### config.mk
export PLATFORM = sky130hd
export DESIGN_NAME = store_fwd_buffer
export DESIGN_NICKNAME = d
export VERILOG_FILES = /design/src/rtl/sfb_pkg.sv /design/src/rtl/sfb_addr_cmp.sv /design/src/rtl/sfb_fwd_merge.sv /design/src/rtl/store_fwd_buffer.sv
export SDC_FILE = /design/constraint.sdc
export NUM_CORES = 1
export LEC_CHECK = 0
export BUFFER_PORTS_ARGS = -buffer_cell sky130_fd_sc_hd__buf_2
export CAP_MARGIN = 20
export CORE_MARGIN = 3
export CORE_UTILIZATION = 40
export CTS_BUF_LIST = sky130_fd_sc_hd__clkbuf_4 sky130_fd_sc_hd__clkbuf_8 sky130_fd_sc_hd__clkbuf_16
export DETAILED_ROUTE_END_ITERATION = 10
export SYNTH_ARGS = -nofsm -noshare
export SYNTH_HDL_FRONTEND = slang
export SYNTH_SLANG_ARGS = --single-unit
export TNS_END_PERCENT = 1
### constraint.sdc
create_clock -name clk -period 6.5 [get_ports clk]
set_input_delay 0.65 -clock clk [delete_from_list [all_inputs] [get_ports clk]]
set_output_delay 0.65 -clock clk [all_outputs]
set_load 0.03 [all_outputs]
### src/rtl/sfb_pkg.sv
package sfb_pkg;
  typedef enum logic {
    OP_READ  = 1'b0,
    OP_WRITE = 1'b1
  } mem_op_e;
endpackage

### src/rtl/sfb_addr_cmp.sv
module sfb_addr_cmp #(
  parameter int AW      = 16,
  parameter int DEPTH   = 4,
  parameter int SET_LSB = 0,
  parameter int SET_W   = 6
) (
  input  logic [DEPTH-1:0][AW-1:0] ent_addr,
  input  logic [DEPTH-1:0]         ent_vld,
  input  logic [AW-1:0]            probe,
  output logic [DEPTH-1:0]         full_hit
);
  localparam logic [AW-1:0] SET_MASK = AW'(((1 << SET_W) - 1) << SET_LSB);

  logic [DEPTH-1:0] set_hit;

  for (genvar g = 0; g < DEPTH; g++) begin : g_ent
    // coarse step: only the set-select field
    assign set_hit[g]  = ent_vld[g] && (((ent_addr[g] ^ probe) & SET_MASK) == '0);
    // fine step: remaining bits, qualified by the coarse result
    assign full_hit[g] = set_hit[g] && (((ent_addr[g] ^ probe) & ~SET_MASK) == '0);
  end
endmodule

### src/rtl/sfb_fwd_merge.sv
module sfb_fwd_merge #(
  parameter int DW    = 32,
  parameter int DEPTH = 4,
  localparam int NB   = DW / 8,
  localparam int PW   = $clog2(DEPTH)
) (
  input  logic [DEPTH-1:0]         hit,
  input  logic [PW-1:0]            head,
  input  logic [DEPTH-1:0][DW-1:0] ent_data,
  input  logic [DEPTH-1:0][NB-1:0] ent_strb,
  output logic [DW-1:0]            fwd_data,
  output logic [NB-1:0]            fwd_strb
);
  logic [PW-1:0] idx;

  // walk oldest to youngest so younger bytes land last
  always_comb begin
    fwd_data = '0;
    fwd_strb = '0;
    idx      = head;
    for (int k = 0; k < DEPTH; k++) begin
      idx = head + PW'(k);
      if (hit[idx]) begin
        for (int b = 0; b < NB; b++) begin
          if (ent_strb[idx][b]) begin
            fwd_data[8*b +: 8] = ent_data[idx][8*b +: 8];
            fwd_strb[b]        = 1'b1;
          end
        end
      end
    end
  end
endmodule

### src/rtl/store_fwd_buffer.sv
module store_fwd_buffer #(
  parameter int AW      = 16,
  parameter int DW      = 32,
  parameter int DEPTH   = 4,
  parameter int SET_LSB = 0,
  parameter int SET_W   = 6,
  localparam int NB     = DW / 8,
  localparam int PW     = $clog2(DEPTH),
  localparam int CW     = PW + 1
) (
  input  logic          clk,
  input  logic          rst_n,
  input  logic          st_valid,
  output logic          st_ready,
  input  logic [AW-1:0] st_addr,
  input  logic [DW-1:0] st_data,
  input  logic [NB-1:0] st_strb,
  input  logic          miss_valid,
  output logic          miss_ready,
  input  logic [AW-1:0] miss_addr,
  output logic          fwd_hit,
  output logic [DW-1:0] fwd_data,
  output logic [NB-1:0] fwd_strb,
  output logic          mem_valid,
  input  logic          mem_ready,
  output logic          mem_we,
  output logic [AW-1:0] mem_addr,
  output logic [DW-1:0] mem_wdata,
  output logic [NB-1:0] mem_wstrb
);
  import sfb_pkg::*;

  logic [DEPTH-1:0][AW-1:0] e_addr;
  logic [DEPTH-1:0][DW-1:0] e_data;
  logic [DEPTH-1:0][NB-1:0] e_strb;
  logic [DEPTH-1:0]         e_vld;
  logic [PW-1:0]            head, tail;
  logic [CW-1:0]            count;

  logic [DEPTH-1:0] st_hit, miss_hit, merge_cand, head_oh;
  logic             full_cover, rd_go, wr_offer, drain;
  logic             merge_ok, push, mrg;
  logic [PW-1:0]    merge_idx, scan_idx;

  sfb_addr_cmp #(.AW(AW), .DEPTH(DEPTH), .SET_LSB(SET_LSB), .SET_W(SET_W)) i_st_cmp (
    .ent_addr(e_addr), .ent_vld(e_vld), .probe(st_addr), .full_hit(st_hit)
  );

  sfb_addr_cmp #(.AW(AW), .DEPTH(DEPTH), .SET_LSB(SET_LSB), .SET_W(SET_W)) i_miss_cmp (
    .ent_addr(e_addr), .ent_vld(e_vld), .probe(miss_addr), .full_hit(miss_hit)
  );

  sfb_fwd_merge #(.DW(DW), .DEPTH(DEPTH)) i_fwd (
    .hit(miss_hit), .head(head), .ent_data(e_data), .ent_strb(e_strb),
    .fwd_data(fwd_data), .fwd_strb(fwd_strb)
  );

  // memory port arbitration: an uncovered miss wins over draining
  assign fwd_hit    = |miss_hit;
  assign full_cover = &fwd_strb;
  assign rd_go      = miss_valid && !full_cover;
  assign wr_offer   = (count != '0) && !rd_go;
  assign drain      = wr_offer && mem_ready;

  assign mem_valid  = rd_go || wr_offer;
  assign mem_we     = rd_go ? OP_READ : OP_WRITE;
  assign mem_addr   = rd_go ? miss_addr : e_addr[head];
  assign mem_wdata  = e_data[head];
  assign mem_wstrb  = e_strb[head];
  assign miss_ready = full_cover || mem_ready;

  // merge target: youngest full match, head excluded while offered
  assign head_oh    = DEPTH'(1) << head;
  assign merge_cand = st_hit & ~(head_oh & {DEPTH{wr_offer}});

  always_comb begin
    merge_ok  = 1'b0;
    merge_idx = head;
    scan_idx  = head;
    for (int k = 0; k < DEPTH; k++) begin
      scan_idx = head + PW'(k);
      if (merge_cand[scan_idx]) begin
        merge_ok  = 1'b1;
        merge_idx = scan_idx;
      end
    end
  end

  assign st_ready = merge_ok || (count != CW'(DEPTH));
  assign push     = st_valid && st_ready && !merge_ok;
  assign mrg      = st_valid && merge_ok;

  always_ff @(posedge clk) begin
    if (!rst_n) begin
      e_vld <= '0;
      head  <= '0;
      tail  <= '0;
      count <= '0;
    end else begin
      if (push) begin
        e_vld[tail] <= 1'b1;
        tail        <= tail + PW'(1);
      end
      if (drain) begin
        e_vld[head] <= 1'b0;
        head        <= head + PW'(1);
      end
      count <= count + CW'(push) - CW'(drain);
    end
  end

  always_ff @(posedge clk) begin
    if (push) begin
      e_addr[tail] <= st_addr;
      e_data[tail] <= st_data;
      e_strb[tail] <= st_strb;
    end else if (mrg) begin
      for (int b = 0; b < NB; b++) begin
        if (st_strb[b]) e_data[merge_idx][8*b +: 8] <= st_data[8*b +: 8];
      end
      e_strb[merge_idx] <= e_strb[merge_idx] | st_strb;
    end
  end
endmodule

==> results.json <==
{
  "drt_first_pass_iters": 5,
  "vias_per_cell": 5.935,
  "detail-route-antenna-nets": 0,
  "hold_class": "in -> reg",
  "coreArea_sq_um": 39010,
  "ir_drop_uv": 190.9,
  "ys_seq_area_frac": 0.4058,
  "cp_max_fo": 100,
  "cp-endpoint": "e_data[120]",
  "p_int_mw": 3.217,
  "synth_top_area_frac": 0.3920,
  "clkLatencyLatePin_ns": 0.55,
  "grt_max_degree": 127,
  "sw_frac_of_total": 0.3598,
  "rsz0062_at_grt": "no",
  "routedWlPerCell_microns": 23.20,
  "hold_path_startpoint": "st_data[4]",
  "syn_nets": 1496,
  "clkTransAtPathRegs_ns": 0.06,
  "max-clock-path-buffers": 3,
  "dieHeight_microns": 205.6,
  "antenna_cells": 0,
  "worstSetupPathType": "reg -> reg",
  "synth_top_cell_by_area": "edfxtp_1",
  "die_x_microns": 205.6,
  "cp-end-kind": "flop",
  "dpl.hpwl_microns": 35180,
  "routabilityCongestion": 0.9215,
  "nFillCells": 3584,
  "finalHoldViolCount": 0,
  "cts_max_level": 1,
  "dieArea_sq_um": 42260,
  "num_rows": 72,
  "synth_mux_area_frac": 0.1733,
  "grt_pass1_vias": 12200,
  "finClkSkew_ns": 0.02212,
  "maxCapViolCount": 0,
  "cts_tree": "done",
  "switchingPower_mw": 1.808,
  "r2r_cells": 15,
  "maxSlewViolCount": 0,
  "syn-cell-area_sq_um": 15930,
  "synthFlopType": "edfxtp_1",
  "status": "finished clean",
  "setup_viol": 0,
  "cp.arrival_ns": 6.43,
  "cp-startpoint": "head[0]",
  "synth_compound_area_frac": 0.1684,
  "powerDensity_nw_per_um2": 275.3,
  "power_frac_comb": 0.347,
  "drive_gt1_frac": 0.2853,
  "ys_ff_latch": 219,
  "reg2reg_setup_slack_ns": 0.47,
  "max_freq_mhz": 166.0,
  "num_vias": 12415,
  "finalCritPeriodShare": 0.9269,
  "synth_top_family_by_area": "multiplexers",
  "seqPwrFrac": 0.367,
  "post-route-min-period_ns": 6.025,
  "synth-xor-area-share": 0.07256,
  "cts_root_buf": "clkbuf_16",
  "cts_buffers": 27,
  "syn_to_final_growth_pct": 14.58,
  "avgSynthCellArea_sq_um": 11.28,
  "synth.distinct_cells": 74,
  "synth_adder_area_share": 0.009109,
  "tightest_slew_ns": 1.095,
  "power_mw": 5.025,
  "nets": 1640,
  "p_clk_frac": 0.286,
  "synthCells": 1412,
  "initialDrtViolationCount": 917,
  "worstReg2RegEnd": "e_data[120]",
  "cp-start-kind": "flop",
  "ioPinCount": 166,
  "synth-edff-count": 208,
  "start_util": 0.4085,
  "overflow": 0,
  "max_slew_margin": 0.2682,
  "yosys-top-cells-count": "edfxtp_1, nand2_1, mux4_2",
  "yosys-top-cells-area": "edfxtp_1, mux4_2, xor2_1",
  "wl_microns": 48530,
  "port_buffers": 165,
  "synthSimpleGateAreaFrac": 0.1311,
  "fin_tns_setup_ns": 0,
  "r2r_start": "head[0]",
  "worstPathRequired_ns": 6.90,
  "synth.most_common_cell": "edfxtp_1",
  "antenna_found_initial": 3,
  "track_usage": 0.2281,
  "grt_pass1_wl_microns": 74760,
  "cts_sinks": 219,
  "power_leakage_nw": 6.642,
  "async_flop_share": 0,
  "yosysWarnings": 0,
  "remaining_drc_errors": 0
}
## cells in the final DEF, fill, tap and decap left out, types with 28 or more instances in the layout
cell type  count
a21boi_1      66
a21oi_1       79
and2_1        70
buf_2        165
buf_4         63
edfxtp_1     208
mux2_2        39
mux2i_1       52
mux4_2        80
nand2_1      157
nor2_1        48
nor3_1        28
nor4_1        28
o21ai_0       65
xnor2_1       53
xor2_1        79
## power groups by stage
| stage | sequential [mW] | clock (mW) | combinational (mW) |
|---|---|---|---|
| floorplan | 1.82 | 0 | 1.31 |
| global placement | 1.87 | 0 | 1.72 |
| detailed placement | 1.87 | 0 | 1.74 |
| CTS | 1.84 | 1.47 | 1.75 |
| global route | 1.86 | 1.52 | 1.88 |
| finish | 1.84 | 1.44 | 1.74 |
## critical path, cell delays in order (launching register included)
cell	delay, ns
dfxtp_4	0.58
inv_1	0.07
buf_4	0.22
ha_4	0.45
buf_4	0.76
a211oi_4	0.14
nor4_1	0.47
o41a_4	0.47
clkinv_2	0.45
a31o_2	0.39
and4_1	0.28
clkinv_1	0.10
buf_4	0.41
nand2_1	0.22
o41ai_4	0.58
and2_1	0.22
## area by class of cell
class	instances	area (sq um)	share of cell area
Inverter	23	87.58	0.004797
Timing Repair Buffer	229	1319	0.07224
Clock inverter	19	153.9	0.008430
Sequential cell	219	6474	0.3546
Clock buffer	28	683.2	0.03742
Tap cell	518	648.1	0.03550
Multi-Input combinational cell	1056	8891	0.4870
## cell families (layout without fill, tap and decap cells)
logic type	Yosys count	in the layout
AO/OA/AOI/OAI	332	332
XOR/XNOR	132	132
adder cells (fa/ha/maj)	11	11
buffers and inverters	137	299
flip-flops	219	219
multiplexers	171	171
AND/OR/NAND/NOR	410	410
## worst min path at each step
stage | end | slack (ns) | cells past startpoint
finish | e_data[100] | 0.41 | 2
global route | e_data[100] | 0.41 | 2
CTS | e_data[100] | 0.40 | 2
detailed placement | tail[1] | 0.51 | 2
global placement | tail[1] | 0.50 | 2
floorplan | tail[1] | 0.48 | 2
## routing by layer
metal  vias up  part of all wire  GRT usage
li1       5656                 -          -
met3        60             0.072    0.03338
met1      6251              0.43     0.3231
met5         -           0.00043          0
met4         4             0.017    0.04369
met2       444              0.48     0.3761
## per-stage QoR
| step | std cells | hold WS (ns) | cell area [sq um] | setup slack [ns] | util |
|---|---|---|---|---|---|
| floorplan | 1412 | 0.4764 | 15930 | 1.027 | - |
| global route | 2092 | 0.4078 | 18260 | 0.06512 | 0.4680 |
| CTS | 2092 | 0.3957 | 18250 | 0.3829 | 0.4678 |
| global placement | 2045 | 0.4992 | 17410 | 0.3928 | 0.4463 |
| detailed placement | 2045 | 0.5071 | 17410 | 0.2440 | 0.4463 |
| finish | 2092 | 0.4143 | 18260 | 0.4749 | 0.4680 |
## repair_timing
item	in CTS	in global routing
setup endpoints to repair	0	8
hold buffers	0	0
resized for setup	0	1
hold endpoints to repair	0	0
setup buffers	0	0
## flip-flops by register name, indices dropped and copies added, names as in the netlist
register,count
count,3
e_addr,64
e_data,128
e_strb,16
e_vld,4
head,2
tail,2
No activity file was read; power rests on OpenSTA's default activity.
